$ cat src/rtl/stex_pkg.sv
package stex_pkg;

  typedef enum logic [1:0] {
    FLT_NONE  = 2'd0,
    FLT_ALIGN = 2'd1,
    FLT_SP    = 2'd2,
    FLT_UNDEF = 2'd3
  } faultCode_e;

  typedef enum logic [1:0] {
    POL_UNKNOWN  = 2'd0,
    POL_ORIGINAL = 2'd1,
    POL_UNDEF    = 2'd2,
    POL_NOTHING  = 2'd3
  } overlapPol_e;

  // address/data source selection; depends on decode only
  typedef struct packed {
    logic useSp;
    logic unkAddr;
    logic unkData;
  } srcSel_t;

  // action strobes for the output stage
  typedef struct packed {
    logic       doStore;
    logic       doWb;
    logic       statusBit;
    logic [4:0] wbIdx;
    logic       doFault;
    faultCode_e code;
  } action_t;

  localparam logic [10:0] OPC_STXH = 11'b01001000000;

endpackage

$ cat src/rtl/stex_ctrl.sv
module stex_ctrl
  import stex_pkg::*;
#(
  parameter int ADDR_W        = 64,
  parameter int GRAN_LOG2     = 1,
  parameter int SP_ALIGN_LOG2 = 4
) (
  input  logic              clk,
  input  logic              rst_n,
  input  logic              armValid,
  input  logic [ADDR_W-1:0] armAddr,
  input  logic              instValid,
  input  logic [31:0]       instWord,
  input  logic [1:0]        overlapPolicy,
  input  logic              alignOnFail,
  input  logic              badFieldUndef,
  input  logic [ADDR_W-1:0] effAddr,
  output logic [4:0]        rdBaseIdx,
  output logic [4:0]        rdDataIdx,
  output srcSel_t           sel,
  output action_t           act
);

  localparam int TAG_W = ADDR_W - GRAN_LOG2;

  logic             monValid;
  logic [TAG_W-1:0] monTag;

  logic [4:0]  sIdx, nIdx, tIdx;
  logic        opOk, fieldBad, ovData, ovBase, isUndef, isNothing;
  logic        spFault, reach, monPass, misAligned, alignFault;
  overlapPol_e pol;

  always_comb begin
    sIdx      = instWord[20:16];
    nIdx      = instWord[9:5];
    tIdx      = instWord[4:0];
    pol       = overlapPol_e'(overlapPolicy);
    opOk      = instValid && (instWord[31:21] == OPC_STXH) && !instWord[15];
    fieldBad  = instWord[14:10] != 5'b11111;
    ovData    = sIdx == tIdx;
    ovBase    = (sIdx == nIdx) && (nIdx != 5'd31);
    isUndef   = (fieldBad && badFieldUndef)
              || ((ovData || ovBase) && pol == POL_UNDEF);
    isNothing = !isUndef && (ovData || ovBase) && pol == POL_NOTHING;
  end

  assign rdBaseIdx = nIdx;
  assign rdDataIdx = tIdx;

  always_comb begin
    sel.useSp   = nIdx == 5'd31;
    sel.unkAddr = ovBase && pol == POL_UNKNOWN;
    sel.unkData = ovData && pol == POL_UNKNOWN;
  end

  always_comb begin
    spFault    = opOk && !isUndef && !isNothing && sel.useSp
               && (effAddr[SP_ALIGN_LOG2-1:0] != '0);
    reach      = opOk && !isUndef && !isNothing && !spFault;
    monPass    = monValid && (effAddr[ADDR_W-1:GRAN_LOG2] == monTag);
    misAligned = effAddr[0];
    alignFault = reach && misAligned && (monPass || alignOnFail);

    act.doStore   = reach && monPass && !misAligned;
    act.doWb      = reach && !alignFault;
    act.statusBit = !(monPass && !misAligned);
    act.wbIdx     = sIdx;
    act.doFault   = (opOk && isUndef) || spFault || alignFault;
    if (opOk && isUndef)  act.code = FLT_UNDEF;
    else if (spFault)     act.code = FLT_SP;
    else if (alignFault)  act.code = FLT_ALIGN;
    else                  act.code = FLT_NONE;
  end

  // monitor: an arm in the same cycle as a store leaves the arm in effect
  always_ff @(posedge clk) begin
    if (!rst_n) begin
      monValid <= 1'b0;
      monTag   <= '0;
    end else if (armValid) begin
      monValid <= 1'b1;
      monTag   <= armAddr[ADDR_W-1:GRAN_LOG2];
    end else if (reach) begin
      monValid <= 1'b0;
    end
  end

  p_arm_sets_r2: assert property (@(posedge clk) disable iff (!rst_n)
    armValid |=> monValid);
  p_check_clears_r5: assert property (@(posedge clk) disable iff (!rst_n)
    (reach && !armValid) |=> !monValid);
  p_store_needs_mon_r3: assert property (@(posedge clk) disable iff (!rst_n)
    act.doStore |-> monValid);
  p_skip_keeps_mon_r9: assert property (@(posedge clk) disable iff (!rst_n)
    (opOk && isNothing && !armValid) |=> $stable(monValid));

endmodule

$ cat src/rtl/stex_dpath.sv
module stex_dpath
  import stex_pkg::*;
#(
  parameter int              ADDR_W   = 64,
  parameter logic [63:0]     UNK_ADDR = 64'h100,
  parameter logic [15:0]     UNK_DATA = 16'hBAD5
) (
  input  logic              clk,
  input  logic              rst_n,
  input  srcSel_t           sel,
  input  action_t           act,
  input  logic [ADDR_W-1:0] regBaseVal,
  input  logic [15:0]       regDataVal,
  input  logic [ADDR_W-1:0] spVal,
  output logic [ADDR_W-1:0] effAddr,
  output logic              memWrEn,
  output logic [ADDR_W-1:0] memAddr,
  output logic [15:0]       memData,
  output logic              wbValid,
  output logic [4:0]        wbIdx,
  output logic [31:0]       wbValue,
  output logic              faultValid,
  output logic [1:0]        faultCode
);

  logic [15:0] storeData;

  always_comb begin
    if (sel.useSp)        effAddr = spVal;
    else if (sel.unkAddr) effAddr = UNK_ADDR[ADDR_W-1:0];
    else                  effAddr = regBaseVal;
    storeData = sel.unkData ? UNK_DATA : regDataVal;
  end

  always_ff @(posedge clk) begin
    if (!rst_n) begin
      memWrEn    <= 1'b0;
      memAddr    <= '0;
      memData    <= '0;
      wbValid    <= 1'b0;
      wbIdx      <= '0;
      wbValue    <= '0;
      faultValid <= 1'b0;
      faultCode  <= '0;
    end else begin
      memWrEn    <= act.doStore;
      memAddr    <= effAddr;
      memData    <= storeData;
      wbValid    <= act.doWb;
      wbIdx      <= act.wbIdx;
      wbValue    <= {31'd0, act.statusBit};
      faultValid <= act.doFault;
      faultCode  <= act.code;
    end
  end

  p_fault_blocks_r11: assert property (@(posedge clk) disable iff (!rst_n)
    faultValid |-> (!memWrEn && !wbValid));
  p_store_status_r3: assert property (@(posedge clk) disable iff (!rst_n)
    memWrEn |-> (wbValid && wbValue == 32'd0));
  p_fail_status_r4: assert property (@(posedge clk) disable iff (!rst_n)
    (wbValid && !memWrEn) |-> (wbValue == 32'd1));
  p_code_set_r11: assert property (@(posedge clk) disable iff (!rst_n)
    faultValid |-> (faultCode != 2'd0));

endmodule

$ cat src/rtl/stex_half_unit.sv
module stex_half_unit
  import stex_pkg::*;
#(
  parameter int          ADDR_W        = 64,
  parameter int          GRAN_LOG2     = 1,
  parameter int          SP_ALIGN_LOG2 = 4,
  parameter logic [63:0] UNK_ADDR      = 64'h100,
  parameter logic [15:0] UNK_DATA      = 16'hBAD5
) (
  input  logic              clk,
  input  logic              rst_n,
  input  logic              armValid,
  input  logic [ADDR_W-1:0] armAddr,
  input  logic              instValid,
  input  logic [31:0]       instWord,
  output logic [4:0]        rdBaseIdx,
  output logic [4:0]        rdDataIdx,
  input  logic [ADDR_W-1:0] regBaseVal,
  input  logic [15:0]       regDataVal,
  input  logic [ADDR_W-1:0] spVal,
  input  logic [1:0]        overlapPolicy,
  input  logic              alignOnFail,
  input  logic              badFieldUndef,
  output logic              memWrEn,
  output logic [ADDR_W-1:0] memAddr,
  output logic [15:0]       memData,
  output logic              wbValid,
  output logic [4:0]        wbIdx,
  output logic [31:0]       wbValue,
  output logic              faultValid,
  output logic [1:0]        faultCode
);

  srcSel_t           sel;
  action_t           act;
  logic [ADDR_W-1:0] effAddr;

  stex_ctrl #(
    .ADDR_W(ADDR_W), .GRAN_LOG2(GRAN_LOG2), .SP_ALIGN_LOG2(SP_ALIGN_LOG2)
  ) u_ctrl (
    .clk(clk), .rst_n(rst_n), .armValid(armValid), .armAddr(armAddr),
    .instValid(instValid), .instWord(instWord),
    .overlapPolicy(overlapPolicy), .alignOnFail(alignOnFail),
    .badFieldUndef(badFieldUndef), .effAddr(effAddr),
    .rdBaseIdx(rdBaseIdx), .rdDataIdx(rdDataIdx), .sel(sel), .act(act)
  );

  stex_dpath #(
    .ADDR_W(ADDR_W), .UNK_ADDR(UNK_ADDR), .UNK_DATA(UNK_DATA)
  ) u_dpath (
    .clk(clk), .rst_n(rst_n), .sel(sel), .act(act),
    .regBaseVal(regBaseVal), .regDataVal(regDataVal), .spVal(spVal),
    .effAddr(effAddr), .memWrEn(memWrEn), .memAddr(memAddr),
    .memData(memData), .wbValid(wbValid), .wbIdx(wbIdx), .wbValue(wbValue),
    .faultValid(faultValid), .faultCode(faultCode)
  );

endmodule

$ cat config.mk
export PLATFORM = sky130hd
export DESIGN_NAME = stex_half_unit
export DESIGN_NICKNAME = d
export VERILOG_FILES = /design/src/rtl/stex_pkg.sv /design/src/rtl/stex_ctrl.sv /design/src/rtl/stex_dpath.sv /design/src/rtl/stex_half_unit.sv
export SDC_FILE = /design/constraint.sdc
export NUM_CORES = 1
export LEC_CHECK = 0
export ABC_CLOCK_PERIOD_IN_PS = 4080
export BUFFER_PORTS_ARGS = -buffer_cell sky130_fd_sc_hd__buf_4
export CORE_AREA = 3 3 147 149
export DETAILED_ROUTE_END_ITERATION = 8
export DIE_AREA = 0 0 150 152
export GPL_ROUTABILITY_DRIVEN = 0
export PLACE_DENSITY = 0.67
export SLEW_MARGIN = 40
export SYNTH_ARGS = -nofsm -noshare
export SYNTH_HDL_FRONTEND = slang
export SYNTH_HIERARCHICAL = 1
export SYNTH_SLANG_ARGS = --single-unit
$ cat constraint.sdc
create_clock -name clk -period 4.08 [get_ports clk]
set_clock_uncertainty 0.15 [all_clocks]
set_input_delay 0.816 -clock clk [delete_from_list [all_inputs] [get_ports clk]]
set_output_delay 0.816 -clock clk [all_outputs]
set_load 0.02 [all_outputs]
==> impl_metrics.json <==
{
  "synthFlopType": "dfxtp_1",
  "cp-end-kind": "register",
  "cp_top_family": "simple AND/OR/NAND/NOR gates",
  "r2r-start": "u_ctrl/monTag[49]",
  "status": "complete, no violations",
  "arrival_ns": 4.03,
  "ys_warn_count": 6,
  "p_int_mw": 2.88,
  "cts_tree": "done",
  "ys_seq_elements": 155,
  "vias": 6980,
  "routedWlPerCell_um": 17.9,
  "overflow": 0,
  "switching_share": 0.273,
  "crit_path_top_delay_cell": "or4_4",
  "vdd_drop_max_uv": 277,
  "antenna_found_initial": 0,
  "slowest_delay_ns": 0.54,
  "clock-sinks": 155,
  "setup_violations": 0,
  "cpMostUsedCell": "buf_4",
  "finalHoldViolCount": 0,
  "grt_pass1_vias": 6789,
  "synth_top_area_share": 0.405,
  "cts_setup_buffers": 0,
  "multiInputGateArea_um2": 4000,
  "coreArea_um2": 20300,
  "antenna_cells": 0,
  "async_flop_share": 0,
  "slew_violations": 0,
  "avgSynthCellArea_um2": 9.35,
  "h-tree-depth": 4,
  "setup_ws_ns": 0.262,
  "required_ns": 4.30,
  "drtPass1Iterations": 6,
  "viasPerCell": 4.87,
  "regArea_um2": 3100,
  "die_h_um": 152,
  "stdcell_area_um2": 11000,
  "die_w_um": 150,
  "fin_crit_ns": 3.82,
  "path_class": "primary input to register",
  "p_sw_mw": 1.08,
  "dp.cells": 1400,
  "synth_edf_count": 0,
  "ant_nets": 0,
  "n_fill_cell": 1954,
  "drt_wl_total_mm": 25.6,
  "power.leakage_nw": 5.20,
  "clk_path_buf_depth": 2,
  "drv_cap": 0,
  "stdcell_count": 1432,
  "power_density_nw_per_um2": 360,
  "clock_latency_ns": 0.42,
  "grt_pass1_wl_mm": 38.0,
  "worstPathCellList": "buf_4 -> nand3_1 -> nor2_4 -> nor4_2 -> nor3b_1 -> buf_4 -> nor2_4 -> buf_16 -> buf_4 -> a22o_1 -> buf_4 -> o22ai_1 -> or4_4 -> nor3_2 -> a41oi_2 -> o32ai_1 -> and2_1",
  "synth_cells": 819,
  "startpoint": "instWord[7]",
  "synthTopCellsByArea": "dfxtp_1 (41%), mux2i_1 (8.4%), a22o_1 (7.0%), nor2b_1 (5.6%), buf_4 (4.6%)",
  "timing.fmax_mhz": 262,
  "start_util": 0.377,
  "grt_max_degree": 133,
  "io_buffer_count": 347,
  "grtUsageTotal": 0.216,
  "place_ws_ns": -0.406,
  "start_kind": "primary input",
  "tightest_slew_ns": 0.709,
  "synth.distinct_cells": 48,
  "clk_pin_slew_ns": 0.06,
  "drt_iter0_drc": 282,
  "hold_path_class": "register to register",
  "cts_made_buffers": 17,
  "period_share": 0.936,
  "crit_fanout": 15,
  "synth.largest_area_cell": "dfxtp_1",
  "cp.buffers_inverters": 5,
  "area_growth_pct": 43.6,
  "comb_power_share": 0.199,
  "slew_headroom": 0.527,
  "placed_area_um2": 10400,
  "synth_area_um2": 7650,
  "root_buffer": "clkbuf_16",
  "layout.nets": 1398,
  "dieArea_um2": 22800,
  "dp_hpwl_mm": 19.6,
  "power.clock.fraction": 0.386,
  "drive_above_1_share": 0.403,
  "ys_seq_area_frac": 0.405,
  "worstHoldStart": "u_ctrl/monTag[41]",
  "ios": 380,
  "power_frac_seq": 0.415,
  "drc_errors": 0,
  "num_rows": 52
}
sequential cells by signal, summed over array words and instances (netlist names):
name,count
u_dpath/wbValid,1
u_dpath/memAddr,64
u_dpath/wbIdx,5
u_ctrl/monValid,1
u_dpath/faultCode,2
u_dpath/faultValid,1
u_ctrl/monTag,63
u_dpath/wbValue,1
u_dpath/memWrEn,1
u_dpath/memData,16
per-layer routing:
| layer | global-route usage | part of all wire |
|---|---|---|
| met2 | 0.362 | 0.49 |
| met4 | 0.0641 | 0.019 |
| met1 | 0.269 | 0.41 |
| met3 | 0.0602 | 0.078 |
| met5 | 0 | 0 |
worst min-delay path: stages (launching register included):
cell and delay (ns):
dfxtp_1 0.32, mux2i_1 0.06, nor2b_1 0.09
logic make-up after synthesis:
family                    after synthesis  synth area share
and+or+nand+nor                       264             0.184
AOI/OAI and AO/OA                     156             0.163
DFF                                   155             0.405
buffers and inverters                 117            0.0925
muxes                                  64            0.0837
xor gates and xnor gates               62            0.0709
other                                   1          0.000490
power groups by stage:
stage          sequential [mW]  clock, mW  combinational, mW
2_1_floorplan             1.73          0              0.357
3_3_place_gp              1.67          0              0.779
3_5_place_dp              1.67          0              0.785
4_1_cts                   1.64       1.57              0.789
5_1_grt                   1.65       1.63              0.849
6_report                  1.64       1.53              0.788
Yosys cell counts, types with 2 or more instances:
library cell and instances:
buf_2 26, mux2i_1 64, o21ai_1 20, nor2_1 8, a221oi_1 2, nand2_1 67
buf_6 8, o32ai_1 2, o21ai_0 7, buf_1 5, inv_1 11, a22o_1 61
o22ai_1 2, nand3_1 67, o21a_1 12, xor2_1 26, clkbuf_1 19, nor3_1 3
nor2b_1 68, buf_4 47, nor3b_1 3, o21ai_2 40, and2_1 17, nand4_1 11
dfxtp_1 155, nor4_1 8, xnor2_1 36, nand2b_1 4
cells in the final DEF (no fill, tap or decap), types with 2 or more instances in the layout:
master	count
dfxtp_1	155
clkbuf_1	3
xnor2_1	36
conb_1	31
nor3b_1	3
clkbuf_8	2
nand2_1	67
clkinv_2	2
clkinvlp_4	2
clkbuf_16	17
clkinv_4	2
o21ai_0	7
xor2_1	26
and2_1	17
nand3_1	67
o21a_1	12
o22ai_1	2
nor4_1	6
nor4_2	2
buf_12	2
a221oi_1	2
o21ai_2	40
nand2b_1	4
inv_6	2
nor2b_1	68
o21ai_1	20
inv_1	11
nand4_1	11
mux2i_1	64
nor2_1	7
a22o_1	61
buf_4	383
nor2_4	2
nor3_1	3
path summary, 6_finish.rpt:
check | slack, ns | cells after the start | endpoint
worst max-delay path | 0.26 | 17 | u_dpath/faultCode[0]
worst max register to register | 1.76 | 8 | u_dpath/faultCode[0]
worst min register to register | 0.37 | 2 | u_ctrl/monTag[41]
worst min-delay path | 0.37 | 2 | u_ctrl/monTag[41]
timing repair:
action	4_1_cts	5_1_grt
gates resized for setup	0	4
endpoints found under the hold margin	0	0
hold buffers	0	0
setup endpoints to repair	0	4
area by class of cell:
class,count,area share
Timing Repair Buffer,387,0.269
Clock buffer,22,0.0422
Multi-Input combinational cell,577,0.364
Clock inverter,9,0.00820
Tap cell,270,0.0307
Sequential cell,155,0.282
Inverter,12,0.00410
per-stage QoR:
| stage | utilization | total power, mW | TNS (ns) | hold WS (ns) |
|---|---|---|---|---|
| detailed placement | 0.511 | 2.46 | -1.62 | 0.358 |
| global route | 0.541 | 4.13 | -0.000943 | 0.394 |
| finish | 0.541 | 3.96 | 0 | 0.367 |
| CTS | 0.539 | 4.00 | 0 | 0.372 |
| floorplan | - | 2.09 | 0 | 0.333 |
| global placement | 0.511 | 2.45 | -1.45 | 0.351 |
(Power assumes the default switching activity.)
